## config.mk

```make
export PLATFORM = sky130hd
export DESIGN_NAME = scrub_seq
export DESIGN_NICKNAME = d
export VERILOG_FILES = /design/src/rtl/scrub_pkg.sv /design/src/rtl/scrub_timer.sv /design/src/rtl/fault_table.sv /design/src/rtl/scrub_seq.sv
export SDC_FILE = /design/constraint.sdc
export NUM_CORES = 1
export LEC_CHECK = 0
export BUFFER_PORTS_ARGS = -buffer_cell sky130_fd_sc_hd__buf_2
export CAP_MARGIN = 10
export CORE_MARGIN = 2
export CORE_UTILIZATION = 45
export DETAILED_ROUTE_END_ITERATION = 8
export MAX_ROUTING_LAYER = met4
export PLACE_DENSITY_LB_ADDON = 0.2
export SETUP_SLACK_MARGIN = 0.1
export SYNTH_ARGS = -nofsm -noshare
export SYNTH_HDL_FRONTEND = slang
export SYNTH_SLANG_ARGS = --single-unit
```

## constraint.sdc

```tcl
create_clock -name clk -period 7.4 [get_ports clk]
set_clock_uncertainty 0.1 [all_clocks]
set_input_delay 0.37 -clock clk [delete_from_list [all_inputs] [get_ports clk]]
set_output_delay 0.37 -clock clk [all_outputs]
set_load 0.01 [all_outputs]
```

## src/rtl/scrub_pkg.sv

```systemverilog
package scrub_pkg;
  typedef enum logic [2:0] {
    ST_IDLE,
    ST_CONFIG,
    ST_WAIT,
    ST_READBACK,
    ST_DECODE,
    ST_REWRITE,
    ST_RELOAD,
    ST_DONE
  } scrub_state_e;
endpackage

```

## src/rtl/scrub_timer.sv

```systemverilog
module scrub_timer #(
  parameter int TIMER_W = 12
) (
  input  logic               clk,
  input  logic               rst_n,
  input  logic               load,
  input  logic [TIMER_W-1:0] load_val,
  input  logic               run,
  output logic               expired
);
  logic [TIMER_W-1:0] remain_q;

  always_ff @(posedge clk or negedge rst_n) begin
    if (!rst_n) remain_q <= '0;
    else if (load) remain_q <= load_val;
    else if (run && remain_q != '0) remain_q <= remain_q - TIMER_W'(1);
  end

  assign expired = (remain_q == '0);
endmodule

```

## src/rtl/fault_table.sv

```systemverilog
module fault_table #(
  parameter int NPART = 8,
  parameter int IDX_W = $clog2(NPART)
) (
  input  logic             clk,
  input  logic             rst_n,
  input  logic             set_en,
  input  logic [IDX_W-1:0] set_idx,
  input  logic             clr_en,
  input  logic [IDX_W-1:0] clr_idx,
  input  logic             clr_all,
  output logic [NPART-1:0] bits,
  output logic [IDX_W-1:0] first_idx,
  output logic             pending_with_set,
  output logic             left_after_clr
);
  function automatic logic [NPART-1:0] idx_mask(logic [IDX_W-1:0] idx);
    logic [NPART-1:0] m;
    m = '0;
    m[idx] = 1'b1;
    return m;
  endfunction

  function automatic logic [IDX_W-1:0] lowest_set(logic [NPART-1:0] v);
    logic [IDX_W-1:0] r;
    r = '0;
    for (int i = NPART - 1; i >= 0; i--) begin
      if (v[i]) r = IDX_W'(i);
    end
    return r;
  endfunction

  logic [NPART-1:0] set_mask, clr_mask;

  assign set_mask = set_en ? idx_mask(set_idx) : '0;
  assign clr_mask = clr_en ? idx_mask(clr_idx) : '0;

  always_ff @(posedge clk or negedge rst_n) begin
    if (!rst_n) bits <= '0;
    else if (clr_all) bits <= '0;
    else bits <= (bits & ~clr_mask) | set_mask;
  end

  assign first_idx        = lowest_set(bits);
  assign pending_with_set = |(bits | set_mask);
  assign left_after_clr   = |(bits & ~clr_mask);
endmodule

```

## src/rtl/scrub_seq.sv

```systemverilog
module scrub_seq
  import scrub_pkg::*;
#(
  parameter int DATA_W    = 16,
  parameter int ADDR_W    = 6,
  parameter int PART_LOG2 = 3,
  parameter int TIMER_W   = 12
) (
  input  logic              clk,
  input  logic              rst_n,
  input  logic              start,
  input  logic [ADDR_W:0]   bit_len,
  input  logic [TIMER_W-1:0] interval,
  output logic              done,
  output logic              reload_req,
  input  logic [DATA_W-1:0] cfg_data,
  output logic              cfg_take,
  output logic              port_valid,
  output logic              port_write,
  output logic [ADDR_W-1:0] port_addr,
  output logic [DATA_W-1:0] port_wdata,
  input  logic              port_ready,
  input  logic [DATA_W-1:0] port_rdata,
  output logic              enc_valid,
  output logic [DATA_W-1:0] enc_data,
  output logic              dec_valid,
  output logic [DATA_W-1:0] dec_data,
  input  logic              dec_fault_valid,
  input  logic [ADDR_W-1:0] dec_fault_addr,
  input  logic              dec_done,
  input  logic              dec_fail,
  input  logic [DATA_W-1:0] fix_data
);
  localparam int IDX_W = ADDR_W - PART_LOG2;
  localparam int NPART = 1 << IDX_W;
  localparam int LEN_W = ADDR_W + 1;

  function automatic logic scan_at_end(logic [ADDR_W-1:0] cnt, logic [LEN_W-1:0] len);
    return {1'b0, cnt} == len - LEN_W'(1);
  endfunction

  function automatic logic [IDX_W-1:0] part_of(logic [ADDR_W-1:0] a);
    return a[ADDR_W-1:PART_LOG2];
  endfunction

  function automatic logic [ADDR_W-1:0] rewrite_addr(logic [IDX_W-1:0] p, logic [ADDR_W-1:0] cnt);
    return {p, cnt[PART_LOG2-1:0]};
  endfunction

  scrub_state_e        state_q;
  logic [ADDR_W-1:0]   word_cnt;
  logic [LEN_W-1:0]    len_q;
  logic [TIMER_W-1:0]  ivl_q;

  // named internal events
  logic cfg_accept, rd_accept, fix_accept, scan_last, part_done, fault_set;
  logic timer_expired, tbl_pending_set, tbl_left_after_clr;
  logic [NPART-1:0] fault_bits;
  logic [IDX_W-1:0] cur_part;

  assign scan_last  = scan_at_end(word_cnt, len_q);
  assign cfg_accept = (state_q == ST_CONFIG) && port_ready;
  assign rd_accept  = (state_q == ST_READBACK) && port_ready;
  assign fix_accept = (state_q == ST_REWRITE) && port_ready;
  assign part_done  = fix_accept && (word_cnt[PART_LOG2-1:0] == '1);
  assign fault_set  = dec_fault_valid &&
                      (state_q == ST_READBACK || state_q == ST_DECODE);

  scrub_timer #(.TIMER_W(TIMER_W)) u_timer (
    .clk      (clk),
    .rst_n    (rst_n),
    .load     (cfg_accept && scan_last),
    .load_val (ivl_q),
    .run      (state_q == ST_WAIT),
    .expired  (timer_expired)
  );

  fault_table #(.NPART(NPART), .IDX_W(IDX_W)) u_tbl (
    .clk              (clk),
    .rst_n            (rst_n),
    .set_en           (fault_set),
    .set_idx          (part_of(dec_fault_addr)),
    .clr_en           (part_done),
    .clr_idx          (cur_part),
    .clr_all          (state_q == ST_RELOAD),
    .bits             (fault_bits),
    .first_idx        (cur_part),
    .pending_with_set (tbl_pending_set),
    .left_after_clr   (tbl_left_after_clr)
  );

  always_ff @(posedge clk or negedge rst_n) begin
    if (!rst_n) begin
      state_q  <= ST_IDLE;
      word_cnt <= '0;
      len_q    <= '0;
      ivl_q    <= '0;
    end else begin
      case (state_q)
        ST_IDLE: if (start) begin
          state_q  <= ST_CONFIG;
          len_q    <= bit_len;
          ivl_q    <= interval;
          word_cnt <= '0;
        end
        ST_CONFIG: if (cfg_accept) begin
          if (scan_last) begin
            state_q  <= ST_WAIT;
            word_cnt <= '0;
          end else word_cnt <= word_cnt + ADDR_W'(1);
        end
        ST_WAIT: if (timer_expired) state_q <= ST_READBACK;
        ST_READBACK: if (rd_accept) begin
          if (scan_last) begin
            state_q  <= ST_DECODE;
            word_cnt <= '0;
          end else word_cnt <= word_cnt + ADDR_W'(1);
        end
        ST_DECODE: if (dec_done) begin
          if (dec_fail) state_q <= ST_RELOAD;
          else if (tbl_pending_set) state_q <= ST_REWRITE;
          else state_q <= ST_DONE;
        end
        ST_REWRITE: if (fix_accept) begin
          word_cnt <= part_done ? '0 : word_cnt + ADDR_W'(1);
          if (part_done && !tbl_left_after_clr) state_q <= ST_DONE;
        end
        ST_RELOAD: state_q <= ST_DONE;
        ST_DONE:   state_q <= ST_IDLE;
        default:   state_q <= ST_IDLE;
      endcase
    end
  end

  always_comb begin
    port_valid = (state_q == ST_CONFIG) || (state_q == ST_READBACK) ||
                 (state_q == ST_REWRITE);
    port_write = (state_q == ST_CONFIG) || (state_q == ST_REWRITE);
    port_addr  = (state_q == ST_REWRITE) ? rewrite_addr(cur_part, word_cnt) : word_cnt;
    port_wdata = (state_q == ST_CONFIG) ? cfg_data : fix_data;
  end

  assign cfg_take   = cfg_accept;
  assign enc_valid  = cfg_accept;
  assign enc_data   = cfg_data;
  assign dec_valid  = rd_accept;
  assign dec_data   = port_rdata;
  assign done       = (state_q == ST_DONE);
  assign reload_req = (state_q == ST_RELOAD);
endmodule

```

# [Yosys cells after proc, flatten, opt, wreduce, memory -nomap -nowiden]
# Cells that the tools add are included.
# W data, S select, Z words.
[totals] in_bits=80 rom_bits=0 output_inout_bits=61 latchBits=0 ramBits=0 register_bits=48 memories=0
[op_classes] n_bitwise=4 n_eq_ne=18 n_div=0 n_addsub=3 n_mul=0 reduce_logical=25 magnitude_cmp=4 shift=0 mux=38
[ops] op="$mux W3" count=17
[ops] op="$mux W6" count=7
[ops] op="$mux W12" count=2
[ops] op="$mux W8" count=3
[ops] op="$pmux W3 S8" count=1
[ops] op="$pmux W6 S4" count=1
[ops] op="$ne A2 B2 Y1 const B" count=9
[ops] op="$mux W16" count=1
[ops] op="$or A8 B8 Y8" count=2
[ops] op="$reduce_or A8 Y1" count=2
[ops] op="$eq A3 B3 Y1 const B" count=5
[ops] op="$logic_not A12 Y1" count=1
[ops] op="$reduce_bool A12 Y1" count=1
[ops] op="$sub A12 B1 Y12 const B" count=1
[ops] op="$logic_and A1 B1 Y1" count=10
[ops] op="$reduce_and A9 Y1" count=1
[ops] op="$and A8 B8 Y8" count=1
[ops] op="$lt A3 B4 Y1 const B" count=2
[ops] op="$not A8 Y8" count=1
[ops] op="$eq A6 B7 Y1" count=1
[ops] op="$sub A7 B1 Y7 const B" count=1
[ops] op="$add A6 B1 Y6 const B" count=1
[ops] op="$demux W1 S3" count=2
[ops] op="$eq A3 B2 Y1 const B" count=2
[ops] op="other kinds (11)" count=17

# [Depth between registers and ports, before layout]
# Gate-level depths: netlist (run 1).
[logic_depth] ltp_word=21 depth_mapped=10 mapped_depth_nobuf=8

# [Hierarchy]
# From an unflattened synthesis (run 1), not the netlist that was laid out.
[hier_totals] cells_unflattened=382 area_unflattened_um2=3459.6
[modules_own_cells] mod="scrub_seq" cells_each=220 seq_area_each_um2=700.7 instances=1 area_each_um2=2102.0
[modules_own_cells] mod="scrub_timer" cells_each=89 seq_area_each_um2=300.3 instances=1 area_each_um2=798.3
[modules_own_cells] mod="fault_table" cells_each=73 seq_area_each_um2=200.2 instances=1 area_each_um2=559.3

# [Worst setup path before layout (run 1)]
# Ideal clock, no wire load.
[synth_path] path_type="register to register" startpoint="register len_q[0]" endpoint="register u_timer.remain_q[2]" path_buffers=0 t_arrival_ps=2127 setup_ps=125 stages_incl_launch_ff=8 path_slack_ps=5048 cell_sequence="dfrtp_1 inv_1 ha_1 nor3b_1 nor4b_1 o21ai_1 nor2_2 mux2_2"
[synth_via] elab_chain_cells=4 elab_cells_between_ends=5
[synth_rtl] element="start, declared" line="scrub_seq.sv:52" rtl="logic [LEN_W-1:0] len_q;"
[synth_rtl] element="start signal, assigned" line="scrub_seq.sv:102" rtl="len_q <= bit_len;"
[synth_rtl] element="$sub A7 B1 Y7 (*)" line="scrub_seq.sv:39" rtl="return {1'b0, cnt} == len - LEN_W'(1);"
[synth_rtl] element="$eq A6 B7 Y1 (*)" line="scrub_seq.sv:39"
[synth_rtl] element="$logic_and A1 B1 Y1 (*)" line="scrub_seq.sv:72" rtl=".load (cfg_accept && scan_last),"
[synth_rtl] element="$mux W12 or $reduce_bool A2 Y1 (tied branches)"
[synth_rtl] element="end signal, assigned" line="scrub_timer.sv:15" rtl="else if (load) remain_q <= load_val;"
[synth_rtl] element="end signal, assigned" line="scrub_timer.sv:16" rtl="else if (run && remain_q != '0) remain_q <= remain_q - TIMER_W'(1);"
[synth_rtl] element="end, declared" line="scrub_timer.sv:11" rtl="logic [TIMER_W-1:0] remain_q;"
# Mark *: on every way between the ends. The rest lies on a longest branch, timed or not.
# A chain may end at the register's enable or synchronous reset.

# [Final worst setup path (run 1)]
[layout_path] startpoint="register len_q[0]" endpoint="register u_timer.remain_q[9]"
# Same word-level chain as after synthesis.

==> reports/results.ini, run 1 <==
[power]
swShare_pct = 41.6
internal_power_mw = 0.763
p_switching_mw = 0.543
p_leak_nw = 1.69
vdd.ir_drop.worst_v = 0.000159
portion_of_total_power_attributed_to_sequential_cells_pct = 39.0
cell_pwr_density_nw_per_um2 = 353
share_clk_of_total_power_pct = 12.7
pwr-share-comb_pct = 48.3

[layout]
diodes = 0
final_layout_size_suffix_gt1_share_pct = 40.8
layoutNonFillerInstCount = 506
area_taken_by_multi_input_logic_gates_um2 = 1690
final_common_cell = sky130_fd_sc_hd__buf_2
nNetsFinal = 490
register_area_um2 = 1200
post-route-cell-area_um2 = 3700
layout.cells.most_common_list = sky130_fd_sc_hd__buf_2, sky130_fd_sc_hd__dfrtp_1, sky130_fd_sc_hd__mux2_2
num-fill-cells = 695
synthToLayoutAreaGrowth_pct = 12.5

[grt]
via_count_of_the_first_global_routing_pass = 2346
grt_usage_pct = 19.7
globalRoute.totalOverflow = 0
grt_max_degree = 49
grt_first_pass_wirelength_um = 11700
initial_antenna_violation_count = 0

[clock_network]
tritoncts.num_buffers = 5
cts_resized = 0
clock_slew_at_the_register_clock_pins_of_the_worst_setup_and_hold_paths_ns = 0.10
cts_hold_buffers = 0
clock_latency_ns = 0.31
cts_buffer_depth = 2
cts-htree-levels = 2
tritoncts_clock_tree = yes
clock-sinks = 48
cts-root-buf = sky130_fd_sc_hd__clkbuf_8
post_cts.repair.setup_buffers = 0

[sta]
maxSlewHeadroom_pct = 28.7
timing.final.hold_violations = 0
finalCriticalPeriod_ns = 2.83
setup-violations-final = 0
highest_clock_rate_mhz = 353
transition_at_the_pin_with_the_smallest_max_transition_slack_ns = 1.07
layout_worst_path_cycle_share_pct = 38.2
final.setup.tns_ns = 0
finalMaxSlewViolations = 0
grt_setup_unrepaired = false

[logic_synthesis]
synth_async_sr_flop_share_pct = 100
postSynthCellCount = 346
synth_nets = 430
synth-edff-count = 0
synth_area_um2 = 3290
ys_ff_latch = 48
post_synth.cell_area_avg_um2 = 9.50
seq_area_frac_synth_pct = 36.6
yosysUniqueCellTypes = 62
postSynth.topFlopCell = sky130_fd_sc_hd__dfrtp_1
yosys_warnings = 0

[placement]
placed_cells = 498
placed_inst_area_um2 = 3600
dp.final_hpwl_um = 5840
finalWeightedCongestion = 0.804
buffer_ports.inserted = 105

[die]
io_pins = 141
placement_rows = 31
die_x_um = 89.5
core-area_um2 = 7180
die_y_um = 89.5
start_util_pct = 45.8
dieArea_um2 = 8000

[worst_setup_path]
critPathArrivalTime_ns = 2.94
critical_path.max_fanout = 11
endpoint_kind = flop
r2r_setup_slack_ns = 4.57
highest_cell_delay_on_the_worst_timing_path_ns = 0.58
slowest_stage = sky130_fd_sc_hd__nor4b_1
critical_path.n_buffers_inverters = 1
gate_family_responsible_for_the_most_delay_along_the_worst_path = compound AO/OA/AOI/OAI gates
worstSetupPathType = flop to flop
startpoint_type = flop
worstPathCellList = inv_1 > ha_1 > nor3b_1 > nor4b_1 > o211ai_1 > o211a_1 > a211o_1
worst-endpoint-required_ns = 7.51

[routing]
num_vias = 2696
drc = 0
avgViaCountPerCell = 5.33
dr.first_iter.drc_count = 73
wl_per_cell_um = 14.9
detail_route.first_pass.iterations = 4
finalWirelength_um = 7520
route.antenna.remaining_nets = 0

[hold_path]
hold_path_class = input pin to async pin

[outcome]
status = complete, no violations

[flow_run]
drv.max_cap_violation_count = 0

[power groups by stage]
stage,logic (mW),clock network (mW),registers (mW)
finish,0.631,0.166,0.509
detailed placement,0.641,0,0.516
floorplan,0.554,0,0.450
global placement,0.628,0,0.511
CTS,0.644,0.175,0.510
global route,0.714,0.186,0.536
[worst paths after layout]
| kind | from | endpoint | cells after the start |
|---|---|---|---|
| max in group asynchronous | rst_n | u_timer.remain_q[0] | 1 |
| hold reg to reg | ivl_q[9] | u_timer.remain_q[9] | 1 |
| setup reg to reg | len_q[0] | u_timer.remain_q[9] | 7 |
| setup / recovery | len_q[0] | u_timer.remain_q[9] | 7 |
| min in group clk | interval[10] | ivl_q[10] | 3 |
| hold / removal | rst_n | word_cnt[0] | 1 |
[cells by family after synthesis]
group | count (synthesis) | synth area share [%]
compound gates | 68 | 15.0
xor+xnor | 11 | 3.35
fa+ha+maj | 4 | 1.52
buf+inv | 67 | 11.9
flops | 48 | 36.6
mux | 38 | 12.9
simple gates | 110 | 18.7
[sequential cells by signal, summed over array words and instances, names as in the netlist]
signal            flops
state_q               3
u_tbl.bits            8
ivl_q                12
len_q                 7
word_cnt              6
u_timer.remain_q     12
[Yosys cell counts (4+ instances only)]
| cell type | instances | area share (%) |
|---|---|---|
| sky130_fd_sc_hd__nand2_1 | 27 | 3.1 |
| sky130_fd_sc_hd__ha_1 | 4 | 1.5 |
| sky130_fd_sc_hd__buf_4 | 36 | 8.2 |
| sky130_fd_sc_hd__dfrtp_1 | 48 | 37 |
| sky130_fd_sc_hd__nor2_1 | 14 | 1.6 |
| sky130_fd_sc_hd__inv_1 | 14 | 1.6 |
| sky130_fd_sc_hd__mux2_2 | 36 | 12 |
| sky130_fd_sc_hd__buf_2 | 4 | 0.61 |
| sky130_fd_sc_hd__or2_2 | 4 | 0.76 |
| sky130_fd_sc_hd__or3_1 | 9 | 1.7 |
| sky130_fd_sc_hd__o2111ai_1 | 4 | 1.1 |
| sky130_fd_sc_hd__nand2b_1 | 6 | 1.1 |
| sky130_fd_sc_hd__clkbuf_1 | 11 | 1.3 |
| sky130_fd_sc_hd__nand3_1 | 10 | 1.5 |
| sky130_fd_sc_hd__o21ai_0 | 14 | 2.1 |
| sky130_fd_sc_hd__xnor2_1 | 8 | 2.1 |
| sky130_fd_sc_hd__o41ai_1 | 8 | 2.1 |
| sky130_fd_sc_hd__nor2b_1 | 4 | 0.76 |
| sky130_fd_sc_hd__nor3_1 | 10 | 1.5 |
| sky130_fd_sc_hd__a21oi_1 | 13 | 2.0 |
[metrics by stage]
| step | utilization, % | power, mW | setup WS (ns) | hold slack, ns |
|---|---|---|---|---|
| floorplan | - | 1.00 | 5.05 | -0.0256 |
| finish | 51.5 | 1.31 | 4.57 | 0.154 |
| CTS | 51.5 | 1.33 | 4.49 | 0.145 |
| detailed placement | 50.2 | 1.16 | 4.50 | 0.381 |
| global route | 51.5 | 1.44 | 4.13 | 0.146 |
| global placement | 50.2 | 1.14 | 4.52 | 0.378 |
[layout make-up]
cell class,count,area share (%)
inverter,14,1.42
clock inverter,3,0.677
clock buffer,5,1.86
sequential,48,32.5
timing repair buffer,106,14.4
tap,99,3.35
multi-input combinational,231,45.8
[metal layers]
metal | vias to the layer above | wire length, µm | track usage, %
met5 | - | 0 | -
met3 | 8 | 428 | 3.51
met4 | 0 | 76 | 4.75
met1 | 1252 | 3290 | 24.7
met2 | 97 | 3730 | 33.2
li1 | 1339 | - | -
Power figures use the tool's default switching activity.
==> run 2: changes to the inputs <==
==> constraint.sdc (replaced) <==
create_clock -name clk -period 2.9 [get_ports clk]
set_clock_uncertainty 0.1 [all_clocks]
set_input_delay 0.145 -clock clk [delete_from_list [all_inputs] [get_ports clk]]
set_output_delay 0.145 -clock clk [all_outputs]
set_load 0.01 [all_outputs]
==> run 2 against run 1 <==
Compared with the run above:
- worst hold slack got worse by 0.13 ns
- non-clock buffer count rose by 29
- sequential share of layout area fell by 2.4 points
- first-iteration DRC count rose by 120%
- clock-buffer cell count did not move
- via count rose by 6.2%
- routed wire length rose by 2.2%
- sequential power rose to 2.5 times the previous value
- largest power group unchanged
==> reports/results.ini, run 2 (synthesis results as in run 1) <==
[sta]
timing.final.hold_violations = 0  ; unchanged
finalCriticalPeriod_ns = 2.61  ; was 2.83 ns
maxSlewHeadroom_pct = 28.8  ; was 28.7%
final.hold.worst_slack_ns = 0.0200  ; was 0.154 ns
layout_worst_path_cycle_share_pct = 89.9  ; was 38.2%
final_critical_path_setup_slack_ns = 0.293  ; was 4.57 ns
highest_clock_rate_mhz = 384  ; was 353 MHz
transition_at_the_pin_with_the_smallest_max_transition_slack_ns = 1.07  ; about the same
grt_setup_unrepaired = false  ; unchanged
final.setup.tns_ns = 0  ; unchanged
setup-violations-final = 0  ; unchanged
finalMaxSlewViolations = 0  ; unchanged

[flow_run]
drv.max_cap_violation_count = 0  ; unchanged

[placement]
buffer_ports.inserted = 105  ; unchanged
placed_inst_area_um2 = 3660  ; was 3600 µm²
placed_cells = 506  ; was 498
finalWeightedCongestion = 0.833  ; was 0.804
dp.final_hpwl_um = 5930  ; was 5840 µm
setup_slack_at_placement_ns = 0.215  ; was 4.50 ns

[die]
core-area_um2 = 7180  ; unchanged
placement_rows = 31  ; unchanged
start_util_pct = 45.8  ; unchanged
dieArea_um2 = 8000  ; unchanged
die_y_um = 89.5  ; unchanged
die_x_um = 89.5  ; unchanged
io_pins = 141  ; unchanged

[routing]
drc = 0  ; unchanged
avgViaCountPerCell = 5.35  ; was 5.33
dr.first_iter.drc_count = 159  ; was 73
num_vias = 2862  ; was 2696
wl_per_cell_um = 14.4  ; was 14.9 µm
detail_route.first_pass.iterations = 4  ; unchanged
route.antenna.remaining_nets = 0  ; unchanged
finalWirelength_um = 7680  ; was 7520 µm

[clock_network]
cts_buffer_depth = 2  ; unchanged
cts-root-buf = sky130_fd_sc_hd__clkbuf_8  ; unchanged
clock-sinks = 48  ; unchanged
clock_slew_at_the_register_clock_pins_of_the_worst_setup_and_hold_paths_ns = 0.09  ; was 0.10 ns
tritoncts_clock_tree = yes  ; unchanged
cts-htree-levels = 2  ; unchanged
tritoncts.num_buffers = 5  ; unchanged
clock_latency_ns = 0.31  ; about the same

[layout]
synthToLayoutAreaGrowth_pct = 21.5  ; was 12.5%
layout.cells.most_common_list = sky130_fd_sc_hd__buf_2, sky130_fd_sc_hd__dfrtp_1, sky130_fd_sc_hd__mux2_2  ; unchanged
util_after_layout_pct = 55.6  ; was 51.5%
final_layout_size_suffix_gt1_share_pct = 40.1  ; was 40.8%
reg.largest.list = ivl_q (12), u_timer.remain_q (12), u_tbl.bits (8)  ; unchanged
diodes = 0  ; unchanged
final_common_cell = sky130_fd_sc_hd__buf_2  ; unchanged
post-route-cell-area_um2 = 3990  ; was 3700 µm²
layoutNonFillerInstCount = 535  ; was 506
nNetsFinal = 519  ; was 490

[outcome]
status = complete, no violations  ; unchanged

[power]
cell_pwr_density_nw_per_um2 = 879  ; was 353 nW/µm²
p_leak_nw = 1.82  ; was 1.69 nW
vdd.ir_drop.worst_v = 0.000414  ; was 0.000159 V
post-layout-total-power_mw = 3.51  ; was 1.31 mW

[worst_setup_path]
reg2reg_depth = 8  ; was 7
endpoint_kind = flop  ; unchanged
worst-endpoint-required_ns = 3.00  ; was 7.51 ns
critical_path.max_fanout = 6  ; was 11
worstPathCellList = inv_1 > ha_1 > xnor3_1 > nand3_1 > nor4_1 > o21ai_1 > nor2_4 > mux2_2  ; was inv_1 > ha_1 > nor3b_1 > nor4b_1 > o211ai_1 > o211a_1 > a211o_1
slowest_stage = sky130_fd_sc_hd__nor4_1  ; was sky130_fd_sc_hd__nor4b_1
worstSetupPathType = flop to flop  ; unchanged
highest_cell_delay_on_the_worst_timing_path_ns = 0.48  ; was 0.58 ns
critPathArrivalTime_ns = 2.70  ; was 2.94 ns
startpoint_type = flop  ; unchanged

[hold_path]
hold_path_class = input pin to flop  ; was input pin to async pin
holdPathStages = 3

[grt]
grt_first_pass_wirelength_um = 11700  ; about the same
globalRoute.totalOverflow = 0  ; unchanged
initial_antenna_violation_count = 0  ; unchanged
grt_usage_pct = 19.8  ; was 19.7%
via_count_of_the_first_global_routing_pass = 2430  ; was 2346
grt_max_degree = 49  ; unchanged

[run 2: cell types whose count changed in the layout (fill, tap and decap cells not counted)]
cell,previous run,this run
sky130_fd_sc_hd__inv_6,2,1
sky130_fd_sc_hd__nor2_4,0,1
sky130_fd_sc_hd__nor2_2,1,0
sky130_fd_sc_hd__buf_4,1,10
sky130_fd_sc_hd__dlygate4sd3_1,0,20
sky130_fd_sc_hd__bufinv_16,0,1
[run 2: routing by layer]
metal | part of all wire [%] | wire length [µm] | global-route usage (%) | vias up
met2 | 49 | 3780 | 33.0 | 99
met1 | 44 | 3380 | 24.6 | 1358
li1 | - | - | - | 1396
met3 | 5.7 | 439 | 3.88 | 9
met5 | 0 | 0 | - | -
met4 | 0.95 | 73 | 5.16 | 0
[run 2: final timing paths]
| kind | startpoint | slack, ns | endpoint |
|---|---|---|---|
| min | dec_fault_addr[5] | 0.02 | u_tbl.bits[6] |
| max reg2reg | len_q[0] | 0.29 | u_timer.remain_q[5] |
| min reg2reg | ivl_q[9] | 0.40 | u_timer.remain_q[9] |
| max in group asynchronous | rst_n | 1.58 | u_timer.remain_q[2] |
| min in group asynchronous | rst_n | 0.47 | word_cnt[2] |
| max | len_q[0] | 0.29 | u_timer.remain_q[5] |
[run 2: layout make-up]
type / count / area [µm²]
clock buffer: 5 / 68.8
timing repair buffer: 135 / 801
fill: 661 / 3180
multi-input combinational: 231 / 1700
tap: 99 / 124
sequential: 48 / 1200
inverter: 14 / 52.6
clock inverter: 3 / 46.3
[run 2: repair_timing]
action / 4_1_cts / 5_1_grt
hold buffers: 20 / 0
setup buffers: 0 / 1
endpoints found under the setup margin: 0 / 7
hold endpoints to repair: 67 / 0
gates resized for setup: 0 / 1
[run 2: where the power goes]
| part | switching [mW] | internal (mW) |
|---|---|---|
| sequential | 0.316 | 0.961 |
| combinational | 0.859 | 0.869 |
| clock | 0.244 | 0.260 |
| total | 1.42 | 2.09 |
[run 2: critical path: cells and delay by family, from the launching register on]
kind,cells,cell delay (ns)
buffers and inverters,1,0.07
adder cells (fa/ha/maj),1,0.23
AND/OR/NAND/NOR,3,0.85
flip-flops,1,0.39
multiplexers,1,0.36
XOR/XNOR,1,0.27
AO/OA/AOI/OAI,1,0.24
